## config.mk

```make
export PLATFORM = sky130hd
export DESIGN_NAME = can_tx_sched
export DESIGN_NICKNAME = d
export VERILOG_FILES = /design/src/rtl/can_sched_pkg.sv /design/src/rtl/can_sched_pend.sv /design/src/rtl/can_sched_pick.sv /design/src/rtl/can_sched_flags.sv /design/src/rtl/can_tx_sched.sv
export SDC_FILE = /design/constraint.sdc
export NUM_CORES = 1
export LEC_CHECK = 0
export BUFFER_PORTS_ARGS = -buffer_cell sky130_fd_sc_hd__buf_2
export CORE_MARGIN = 3
export CORE_UTILIZATION = 49
export CTS_BUF_LIST = sky130_fd_sc_hd__clkbuf_2 sky130_fd_sc_hd__clkbuf_4 sky130_fd_sc_hd__clkbuf_8
export DETAILED_ROUTE_END_ITERATION = 8
export PLACE_DENSITY = 0.8
export SLEW_MARGIN = 10
export SYNTH_ARGS = -nofsm -noshare
export SYNTH_HDL_FRONTEND = slang
export SYNTH_HIERARCHICAL = 1
export SYNTH_SLANG_ARGS = --single-unit
```

## constraint.sdc

```tcl
create_clock -name clk -period 1.8 [get_ports clk]
set_input_delay 0.09 -clock clk [delete_from_list [all_inputs] [get_ports clk]]
set_output_delay 0.09 -clock clk [all_outputs]
set_load 0.02 [all_outputs]
```

## src/rtl/can_sched_pkg.sv

```systemverilog
package can_sched_pkg;
  typedef enum logic {
    SCH_IDLE = 1'b0,
    SCH_BUSY = 1'b1
  } sch_state_e;
endpackage

```

## src/rtl/can_sched_pend.sv

```systemverilog
// Per-mailbox pending register: post sets, a successful transmission clears.
module can_sched_pend #(
  parameter int NUM_MB = 16,
  localparam int IDX_W = $clog2(NUM_MB)
) (
  input  logic              clk,
  input  logic              rst_n,
  input  logic              post_valid_i,
  input  logic [NUM_MB-1:0] post_mask_i,
  input  logic              clr_valid_i,
  input  logic [IDX_W-1:0]  clr_idx_i,
  output logic [NUM_MB-1:0] pend_o
);
  logic [NUM_MB-1:0] pend_q;
  logic [NUM_MB-1:0] pend_d;

  for (genvar i = 0; i < NUM_MB; i++) begin : g_bit
    logic set_c;
    logic clr_c;
    always_comb begin
      set_c     = post_valid_i && post_mask_i[i];
      clr_c     = clr_valid_i && (clr_idx_i == IDX_W'(i));
      pend_d[i] = set_c | (pend_q[i] & ~clr_c);
    end

    always_ff @(posedge clk or negedge rst_n) begin
      if (!rst_n) begin
        pend_q[i] <= 1'b0;
      end else if (set_c || clr_c) begin
        pend_q[i] <= pend_d[i];
      end
    end

    // a posted bit is visible after the edge
    a_r1_post_sets: assert property (@(posedge clk) disable iff (!rst_n)
      set_c |=> pend_q[i]);
  end

  assign pend_o = pend_q;
endmodule

```

## src/rtl/can_sched_pick.sv

```systemverilog
// Selection of the next mailbox under identifier or mailbox-number ordering.
module can_sched_pick #(
  parameter int NUM_MB = 16,
  parameter int ID_W   = 11,
  localparam int IDX_W = $clog2(NUM_MB)
) (
  input  logic [NUM_MB-1:0]      pend_i,
  input  logic [NUM_MB*ID_W-1:0] ids_i,
  input  logic                   by_index_i,
  output logic                   win_valid_o,
  output logic [IDX_W-1:0]       win_idx_o,
  output logic [ID_W-1:0]        win_id_o
);
  always_comb begin
    logic [ID_W-1:0] cur;
    win_valid_o = 1'b0;
    win_idx_o   = '0;
    win_id_o    = '0;
    // Ascending scan: the strict compare gives ties to the lower mailbox,
    // and in index mode the first pending mailbox found is kept.
    for (int i = 0; i < NUM_MB; i++) begin
      cur = ids_i[i*ID_W +: ID_W];
      if (pend_i[i] && (!win_valid_o || (!by_index_i && (cur < win_id_o)))) begin
        win_valid_o = 1'b1;
        win_idx_o   = IDX_W'(i);
        win_id_o    = cur;
      end
    end
  end
endmodule

```

## src/rtl/can_sched_flags.sv

```systemverilog
// Receive-complete and remote-request flags, write-1-to-clear.
module can_sched_flags #(
  parameter int NUM_MB = 16,
  localparam int IDX_W = $clog2(NUM_MB)
) (
  input  logic              clk,
  input  logic              rst_n,
  input  logic              rx_valid_i,
  input  logic [IDX_W-1:0]  rx_idx_i,
  input  logic              rx_remote_i,
  input  logic [NUM_MB-1:0] rxc_clr_i,
  input  logic [NUM_MB-1:0] rr_clr_i,
  output logic [NUM_MB-1:0] rxc_o,
  output logic [NUM_MB-1:0] rr_o
);
  logic [NUM_MB-1:0] rxc_q, rxc_d;
  logic [NUM_MB-1:0] rr_q,  rr_d;
  logic [NUM_MB-1:0] hit;

  for (genvar i = 0; i < NUM_MB; i++) begin : g_flag
    always_comb begin
      hit[i]   = rx_valid_i && (rx_idx_i == IDX_W'(i));
      rxc_d[i] = hit[i] | (rxc_q[i] & ~rxc_clr_i[i]);
      rr_d[i]  = (hit[i] & rx_remote_i) | (rr_q[i] & ~rr_clr_i[i]);
    end

    always_ff @(posedge clk or negedge rst_n) begin
      if (!rst_n) begin
        rxc_q[i] <= 1'b0;
        rr_q[i]  <= 1'b0;
      end else begin
        if (hit[i] || rxc_clr_i[i]) rxc_q[i] <= rxc_d[i];
        if (hit[i] || rr_clr_i[i])  rr_q[i]  <= rr_d[i];
      end
    end
  end

  assign rxc_o = rxc_q;
  assign rr_o  = rr_q;

  a_r9_rx_sets: assert property (@(posedge clk) disable iff (!rst_n)
    rx_valid_i |=> rxc_q[$past(rx_idx_i)]);
  a_r9_remote_sets: assert property (@(posedge clk) disable iff (!rst_n)
    (rx_valid_i && rx_remote_i) |=> rr_q[$past(rx_idx_i)]);
  a_r10_zero_keeps: assert property (@(posedge clk) disable iff (!rst_n)
    1'b1 |=> ((rxc_q & $past(rxc_q & ~rxc_clr_i)) == $past(rxc_q & ~rxc_clr_i)));
  a_r10_one_clears: assert property (@(posedge clk) disable iff (!rst_n)
    1'b1 |=> ((rr_q & $past(rr_clr_i & ~hit)) == '0));
endmodule

```

## src/rtl/can_tx_sched.sv

```systemverilog
// Top: offer state machine around the pending set, selector and flags.
module can_tx_sched
  import can_sched_pkg::*;
#(
  parameter int NUM_MB = 16,
  parameter int ID_W   = 11,
  localparam int IDX_W = $clog2(NUM_MB)
) (
  input  logic                   clk,
  input  logic                   rst_n,
  input  logic                   by_index_i,
  input  logic                   hold_i,
  input  logic                   post_valid_i,
  input  logic [NUM_MB-1:0]      post_mask_i,
  input  logic [NUM_MB*ID_W-1:0] ids_i,
  output logic                   tx_req_o,
  output logic [IDX_W-1:0]       tx_idx_o,
  output logic [ID_W-1:0]        tx_id_o,
  input  logic                   tx_done_i,
  input  logic                   tx_lost_i,
  output logic [NUM_MB-1:0]      pend_o,
  input  logic                   rx_valid_i,
  input  logic [IDX_W-1:0]       rx_idx_i,
  input  logic                   rx_remote_i,
  input  logic [NUM_MB-1:0]      rxc_clr_i,
  input  logic [NUM_MB-1:0]      rr_clr_i,
  output logic [NUM_MB-1:0]      rxc_o,
  output logic [NUM_MB-1:0]      rr_o
);
  localparam logic [NUM_MB-1:0] TX_CAPABLE = ~NUM_MB'(1);

  // Reset: asserted asynchronously, released on a clock edge
  logic [1:0] rst_sync_q;
  logic       rst_int_n;
  always_ff @(posedge clk or negedge rst_n) begin
    if (!rst_n) rst_sync_q <= 2'b00;
    else        rst_sync_q <= {rst_sync_q[0], 1'b1};
  end
  assign rst_int_n = rst_sync_q[1];

  sch_state_e        state_q, state_d;
  logic [IDX_W-1:0]  sel_idx_q, sel_idx_d;
  logic [ID_W-1:0]   sel_id_q,  sel_id_d;
  logic              load_en;
  logic              win_valid;
  logic [IDX_W-1:0]  win_idx;
  logic [ID_W-1:0]   win_id;
  logic [NUM_MB-1:0] pend;
  logic              sent;
  logic [NUM_MB-1:0] post_eff;

  assign post_eff = post_mask_i & TX_CAPABLE;
  assign sent     = (state_q == SCH_BUSY) && tx_done_i;

  can_sched_pend #(.NUM_MB(NUM_MB)) u_pend (
    .clk          (clk),
    .rst_n        (rst_int_n),
    .post_valid_i (post_valid_i),
    .post_mask_i  (post_eff),
    .clr_valid_i  (sent),
    .clr_idx_i    (sel_idx_q),
    .pend_o       (pend)
  );

  can_sched_pick #(.NUM_MB(NUM_MB), .ID_W(ID_W)) u_pick (
    .pend_i      (pend),
    .ids_i       (ids_i),
    .by_index_i  (by_index_i),
    .win_valid_o (win_valid),
    .win_idx_o   (win_idx),
    .win_id_o    (win_id)
  );

  can_sched_flags #(.NUM_MB(NUM_MB)) u_flags (
    .clk         (clk),
    .rst_n       (rst_int_n),
    .rx_valid_i  (rx_valid_i),
    .rx_idx_i    (rx_idx_i),
    .rx_remote_i (rx_remote_i),
    .rxc_clr_i   (rxc_clr_i),
    .rr_clr_i    (rr_clr_i),
    .rxc_o       (rxc_o),
    .rr_o        (rr_o)
  );

  // Next state
  always_comb begin
    state_d   = state_q;
    sel_idx_d = sel_idx_q;
    sel_id_d  = sel_id_q;
    load_en   = 1'b0;
    unique case (state_q)
      SCH_IDLE: begin
        if (!hold_i && win_valid) begin
          state_d   = SCH_BUSY;
          sel_idx_d = win_idx;
          sel_id_d  = win_id;
          load_en   = 1'b1;
        end
      end
      SCH_BUSY: begin
        if (tx_done_i || tx_lost_i) state_d = SCH_IDLE;
      end
      default: state_d = SCH_IDLE;
    endcase
  end

  // Registers
  always_ff @(posedge clk or negedge rst_int_n) begin
    if (!rst_int_n) begin
      state_q   <= SCH_IDLE;
      sel_idx_q <= '0;
      sel_id_q  <= '0;
    end else begin
      state_q <= state_d;
      if (load_en) begin
        sel_idx_q <= sel_idx_d;
        sel_id_q  <= sel_id_d;
      end
    end
  end

  assign tx_req_o = (state_q == SCH_BUSY);
  assign tx_idx_o = sel_idx_q;
  assign tx_id_o  = sel_id_q;
  assign pend_o   = pend;

  a_r2_offer_pending: assert property (@(posedge clk) disable iff (!rst_int_n)
    tx_req_o |-> (pend[tx_idx_o] && (tx_idx_o != '0)));
  a_r5_offer_stable: assert property (@(posedge clk) disable iff (!rst_int_n)
    (tx_req_o && !tx_done_i && !tx_lost_i) |=> (tx_req_o && $stable(tx_idx_o) && $stable(tx_id_o)));
  a_r6_done_releases: assert property (@(posedge clk) disable iff (!rst_int_n)
    (tx_req_o && tx_done_i && !(post_valid_i && post_mask_i[tx_idx_o])) |=> (!tx_req_o && !pend[$past(tx_idx_o)]));
  a_r7_lost_keeps: assert property (@(posedge clk) disable iff (!rst_int_n)
    (tx_req_o && tx_lost_i && !tx_done_i) |=> (!tx_req_o && pend[$past(tx_idx_o)]));
  a_r8_hold_blocks: assert property (@(posedge clk) disable iff (!rst_int_n)
    (!tx_req_o && hold_i) |=> !tx_req_o);
endmodule

```

==> results.md, run 1 <==
| Step | Item | Value |
|---|---|---|
| floorplan | Std cell rows | 50 |
| placed design | Area of placed instances | 14990 sq um |
| logic synthesis | Share of the yosys chip area belonging to registers | 0.1692 |
| logic synthesis | Area fraction of the dominant cell type after synthesis | 0.1833 |
| placed design | Placer's final routability congestion estimate | 1.007 |
| timing | Worst EP post-GRT repair | tx_id_o[10]$_DFFE_PN0P_/D |
| logic synthesis | Top area cells in the synthesized netlist | sky130_fd_sc_hd__ha_1 18%, sky130_fd_sc_hd__dfrtp_1 17%, sky130_fd_sc_hd__mux2_2 7.3%, sky130_fd_sc_hd__inv_1 6.6%, sky130_fd_sc_hd__nand2_1 4.7% |
| logic synthesis | Count of synthesis-stage warnings from yosys | 6 |
| global route | Leftover overflow at the end of global routing | 22 |
| logic synthesis | Commonest cells in the synthesized netlist | 172 x sky130_fd_sc_hd__inv_1, 143 x sky130_fd_sc_hd__ha_1, 122 x sky130_fd_sc_hd__nand2_1, 86 x sky130_fd_sc_hd__o21ai_0, 78 x sky130_fd_sc_hd__a21oi_1 |
| logic synthesis | Post-Synthesis Mean Instance Area | 7.801 sq um |
| clock tree | Clock H-tree levels | 3 |
| logic synthesis | EDFF count, synth | 0 |
| floorplan | Die width | 147.1 um |
| logic synthesis | Cell taking the most area after synthesis | sky130_fd_sc_hd__ha_1 |
| floorplan | Die Y | 147.1 um |
| logic synthesis | Syn Nets | 1631 |
| global route | Largest net degree at the start of global routing | 42 |
| placed design | IO Port Bufs | 299 |
| status | Run status | stopped before the end |
| status | Exit stage | 5_1_grt |
| floorplan | Effective utilization at floorplan | 0.5098 |
| logic synthesis | Most used flip-flop cell after synthesis | sky130_fd_sc_hd__dfrtp_1 |
| timing | Worst End Pin Type | register input |
| placed design | Half-perimeter wire length of the detailed placement result | 35.27 mm |
| logic synthesis | Synthesis-stage register bit count | 66 |
| floorplan | Boundary Pins | 301 |
| clock tree | Total clock buffers created by CTS | 9 |
| clock tree | Clock buffer depth | 2 |
| logic synthesis | Async S/R FF share, synth | 1.000 |
| logic synthesis | Syn Inst Count | 1251 |
| logic synthesis | Synth unique cells | 89 |
| logic synthesis | Netlist area before placement | 9759 sq um |
| global route | Overall Global Routing Usage | 0.7151 |
| logic synthesis | Most numerous cell in the Yosys netlist | sky130_fd_sc_hd__inv_1 |
| clock tree | Clock root buffer master | sky130_fd_sc_hd__clkbuf_8 |
| status | First error | [ERROR GRT-0232] Routing congestion too high. Check the congestion heatmap in the GUI. |
| clock tree | Clock sink count | 66 |
cell families after synthesis:
| logic type | Yosys count | synth area share |
|---|---|---|
| AO/OA/AOI/OAI | 397 | 0.2804 |
| XOR/XNOR | 4 | 0.003590 |
| adder cells (fa/ha/maj) | 143 | 0.1833 |
| buffers and inverters | 208 | 0.08372 |
| flip-flops | 66 | 0.1692 |
| multiplexers | 84 | 0.09423 |
| other | 2 | 0.0007695 |
| AND/OR/NAND/NOR | 347 | 0.1847 |
through the flow:
stage                     instances    util  setup WS (ns)
after CTS                      2276  0.8608         -26.88
after detailed placement       2170  0.7828         -28.04
after global placement         2170  0.7828         -27.30
after floorplan                1251       -         -27.17
what timing repair did:
action | CTS
pin swaps | 66
hold buffers | 43
setup endpoints to repair | 16
gates resized for setup | 115
setup buffers | 39
endpoints found under the hold margin | 44
gates cloned | 8
metal layers:
layer | overflow | GRT usage
met1 | 0 | 0.6915
met2 | 12 | 0.8910
met3 | 0 | 0.5827
met4 | 10 | 0.7232
met5 | 0 | 0.1977
==> run 2, diff against run 1 <==
--- a/config.mk
+++ b/config.mk
@@ -7,10 +7,9 @@
 export LEC_CHECK = 0
 export BUFFER_PORTS_ARGS = -buffer_cell sky130_fd_sc_hd__buf_2
 export CORE_MARGIN = 3
-export CORE_UTILIZATION = 49
-export CTS_BUF_LIST = sky130_fd_sc_hd__clkbuf_2 sky130_fd_sc_hd__clkbuf_4 sky130_fd_sc_hd__clkbuf_8
+export CORE_UTILIZATION = 40
 export DETAILED_ROUTE_END_ITERATION = 8
-export PLACE_DENSITY = 0.8
+export PLACE_DENSITY_LB_ADDON = 0.15
 export SLEW_MARGIN = 10
 export SYNTH_ARGS = -nofsm -noshare
 export SYNTH_HDL_FRONTEND = slang
==> constraint.sdc (replaced) <==
create_clock -name clk -period 2.3 [get_ports clk]
set_input_delay 0.115 -clock clk [delete_from_list [all_inputs] [get_ports clk]]
set_output_delay 0.115 -clock clk [all_outputs]
set_load 0.02 [all_outputs]
==> results.md, run 2 <==
| Step | Item | Value |
|---|---|---|
| logic synthesis | Synth unique cells | 89 |
| clock tree | Total clock buffers created by CTS | 9 |
| routing | Remaining routing DRC violations | 0 |
| routing | Post-detailed-routing wire length | 53.12 mm |
| logic synthesis | Xor and xnor area share after synthesis | 0.003590 |
| placed design | Place WS | -27.42 ns |
| logic synthesis | Synthesis-stage register bit count | 66 |
| worst setup path | Critical path fanouts, max | 7 |
| worst setup path | Cell with the largest stage delay on the worst path | sky130_fd_sc_hd__o21ai_0 |
| logic synthesis | Count of synthesis-stage warnings from yosys | 6 |
| logic synthesis | EDFF count, synth | 0 |
| placed design | Count of placed standard cells including taps | 2245 |
| pwr | Worst vdd rail ir drop | 1.618 mV |
| floorplan | Die Y | 162.2 um |
| min path | Class of the most critical hold timing path | in -> reg |
| routing | Detailed router's first-iteration violation count | 1394 |
| clock tree | Clock H-tree levels | 3 |
| timing | Minimum period implied by the final worst setup slack | 30.59 ns |
| routing | Post-detailed-route count of antenna-violating nets | 0 |
| worst setup path | Register-to-Register Path Depth | 161 |
| timing | Number of hold violations in the final report | 0 |
| timing | Final-report setup violation count | 16 |
| worst setup path | Data required time at the worst endpoint | 2.50 ns |
| pwr | Leak pwr | 0.009369 uW |
| clock tree | Clock slew seen by the registers of the worst setup and hold paths | 0.05 ns |
| floorplan | Die width | 162.2 um |
| timing | Clock skew | 0.005148 ns |
| placed design | Half-perimeter wire length of the detailed placement result | 33.70 mm |
| logic synthesis | Async S/R FF share, synth | 1.000 |
| floorplan | Std cell rows | 56 |
| timing | Final cycle utilization of the critical path | 13.30 |
| worst setup path | Crit path launch | u_pend/pend_o[0] |
| floorplan | Effective utilization at floorplan | 0.4109 |
| status | Run status | finished with violations |
| routing | Met3 WL post-DR | 4.605 mm |
| routing | Wire per inst | 21.40 um |
| global route | Antenna violations before repair | 6 |
| logic synthesis | Syn Nets | 1631 |
| timing | Slew at the pin closest to its max-slew limit | 0.8658 ns |
| placed design | Placer's final routability congestion estimate | 0.9753 |
| logic synthesis | Top area cells in the synthesized netlist | sky130_fd_sc_hd__ha_1 18%, sky130_fd_sc_hd__dfrtp_1 17%, sky130_fd_sc_hd__mux2_2 7.3%, sky130_fd_sc_hd__inv_1 6.6%, sky130_fd_sc_hd__nand2_1 4.7% |
| worst setup path | Arrival time at the worst endpoint | 30.79 ns |
| timing | Final critical-path setup slack | -28.29 ns |
| logic synthesis | Syn Inst Count | 1251 |
| worst setup path | Type of the worst setup path | reg -> reg |
| clock tree | Clock sink count | 66 |
| job | MaxCap Viol Count | 0 |
| floorplan | Core area | 23750 sq um |
| logic synthesis | Adder and majority gate portion of the synthesized area | 0.1833 |
| logic synthesis | Multiplexer fraction of the synthesized cell area | 0.09423 |
| floorplan | Total die area | 26310 sq um |
| routing | Total number of vias | 14560 |
| logic synthesis | Share of the yosys chip area belonging to registers | 0.1692 |
| routing | Number of iterations in the first detailed-routing pass | 5 |
| min path | Startpoint of the lowest-slack hold path | post_mask_i[1] |
| timing | Setup_tns | -426.19 ns |
| logic synthesis | Netlist area before placement | 9759 sq um |
| final layout | Number of filler instances in the final layout | 1575 |
| final layout | Filler-free cell count of the finished design | 2482 |
| final layout | Utilization after layout | 0.7862 |
| worst setup path | Endpoint class of the critical path | flop |
| global route | Largest net degree at the start of global routing | 34 |
| clock tree | Clock buffer depth | 2 |
| clock tree | Clock tree from TritonCTS | done |
| timing | RSZ-0062 raised after global routing | yes |
| logic synthesis | Area fraction of the dominant cell type after synthesis | 0.1833 |
| global route | Leftover overflow at the end of global routing | 0 |
| final layout | Fraction of layout cells with a size suffix above 1 | 0.5845 |
| worst setup path | Crit path largest cell delay | 0.68 ns |
| timing | Post-Route Hold Slack | 0.01529 ns |
| global route | Overall Global Routing Usage | 0.3357 |
| worst setup path | Setup slack on the worst flop-to-flop path | -28.29 ns |
| worst setup path | Worst flop-to-flop path startpoint | u_pend/pend_o[0] |
| placed design | IO Port Bufs | 299 |
| logic synthesis | Most used flip-flop cell after synthesis | sky130_fd_sc_hd__dfrtp_1 |
| clock tree | Clock root buffer master | sky130_fd_sc_hd__clkbuf_16 |
| logic synthesis | Fraction of the mapped netlist area in simple logic gates | 0.1847 |
| final layout | Leading cell type in the layout, fill and taps excluded | sky130_fd_sc_hd__buf_4 |
| clock tree | Clock Latency Late Sink | 0.32 ns |
| logic synthesis | Most numerous cell in the Yosys netlist | sky130_fd_sc_hd__inv_1 |
| routing | Met2 wire length | 24.77 mm |
| final layout | Leading cell types in the layout, fill and taps excluded | 551 x sky130_fd_sc_hd__buf_4, 299 x sky130_fd_sc_hd__buf_2, 151 x sky130_fd_sc_hd__inv_1 |
| timing | Max-slew violation count | 0 |
| global route | Number of global-route vias before repair | 13950 |
| routing | Sum of routed wire segments on met1 | 20.14 mm |
| min path | Cell depth of the worst hold path | 3 |
| final layout | Area Overhead vs Synth | 91.36% |
| min path | Endpoint with the worst hold slack | u_pend/pend_o[1] |
| status | Violations in the final reports | negative setup slack |
| logic synthesis | Post-Synthesis Mean Instance Area | 7.801 sq um |
| worst setup path | Library cell appearing most often on the critical path | sky130_fd_sc_hd__a21oi_2 |
| pwr | Power per Cell Area | 1876 nW/um^2 |
| logic synthesis | Compound-cell area share of the yosys netlist | 0.2804 |
| timing | Highest clock frequency the design can meet | 32.69 MHz |
| logic synthesis | Cell taking the most area after synthesis | sky130_fd_sc_hd__ha_1 |
| final layout | Net count reported at finish | 2534 |
| logic synthesis | Combinational family with the most area after synthesis | compound AO/OA/AOI/OAI gates |
| worst setup path | Worst R2R End | tx_id_o[3] |
| logic synthesis | Commonest cells in the synthesized netlist | 172 x sky130_fd_sc_hd__inv_1, 143 x sky130_fd_sc_hd__ha_1, 122 x sky130_fd_sc_hd__nand2_1, 86 x sky130_fd_sc_hd__o21ai_0, 78 x sky130_fd_sc_hd__a21oi_1 |
| worst setup path | Setup crit start kind | flop |
| floorplan | Boundary Pins | 301 |
| routing | Topmost layer with routed signal wires | met5 |
| timing | Max-Slew Margin vs Limit | 0.4167 |
| global route | First-pass GRT wire length | 71.24 mm |
| routing | Mean number of vias per cell | 5.865 |
run 2: cell counts after synthesis:
No cell type changed its count.
run 2: cell families after synthesis:
family	after synthesis
xor gates and xnor gates	4
buffers and inverters	208
and+or+nand+nor	347
adders and majority gates	143
muxes	84
AOI/OAI and AO/OA	397
other	2
DFF	66
run 2: worst max-delay path, delay by kind of cell (launching register included):
family	cells	cell delay, ns
compound gates	72	13.46
simple gates	43	7.92
fa+ha+maj	15	3.79
buf+inv	23	2.80
mux	8	2.07
flops	1	0.42
run 2: final cells by class:
| cell class | count | area, sq um | share of cell area |
|---|---|---|---|
| Antenna cell | 4 | 10.01 | 0.0005360 |
| Clock buffer | 10 | 239.0 | 0.01280 |
| Clock inverter | 6 | 63.81 | 0.003417 |
| Inverter | 172 | 653.1 | 0.03497 |
| Multi-Input combinational cell | 981 | 9188 | 0.4920 |
| Sequential cell | 66 | 1654 | 0.08857 |
| Tap cell | 319 | 399.1 | 0.02137 |
| Timing Repair Buffer | 924 | 6469 | 0.3464 |
run 2: worst max-delay path by stage:
stage               cells past startpoint           to  slack [ns]
floorplan                             172   tx_id_o[5]      -26.67
global placement                      156  tx_id_o[10]      -26.70
detailed placement                    160   tx_id_o[6]      -27.42
CTS                                   162   tx_id_o[3]      -26.03
global route                          165   tx_id_o[8]      -29.51
finish                                161   tx_id_o[3]      -28.29
run 2: what timing repair did:
action                                  CTS  global route
endpoints found under the hold margin    43             0
gates cloned                              5             0
hold buffers                             42             0
buffers inserted                        135            35
endpoints found under the setup margin   16            16
pin swaps                                77            66
resized for setup                       171           146
run 2: through the flow:
stage          cell area [sq um]  power (uW)
3_5_place_dp               15120       25640
3_3_place_gp               15120       25220
4_1_cts                    17660       30990
2_1_floorplan              10450       15590
5_1_grt                    18680       37050
6_report                   18680       35040
run 2: metal layers:
layer,vias up,track usage
li1,6412,-
met2,997,0.5841
met5,-,0
met3,336,0.05305
met4,4,0.1233
met1,6807,0.4196
run 2: power breakdown:
group / internal, uW / leakage [uW] / switching, uW
registers: 1370 / 0.000787 / 191
clock network: 868 / 0.000145 / 514
logic: 16900 / 0.00844 / 15200
Note: power is estimated with default switching activity, not from simulation.
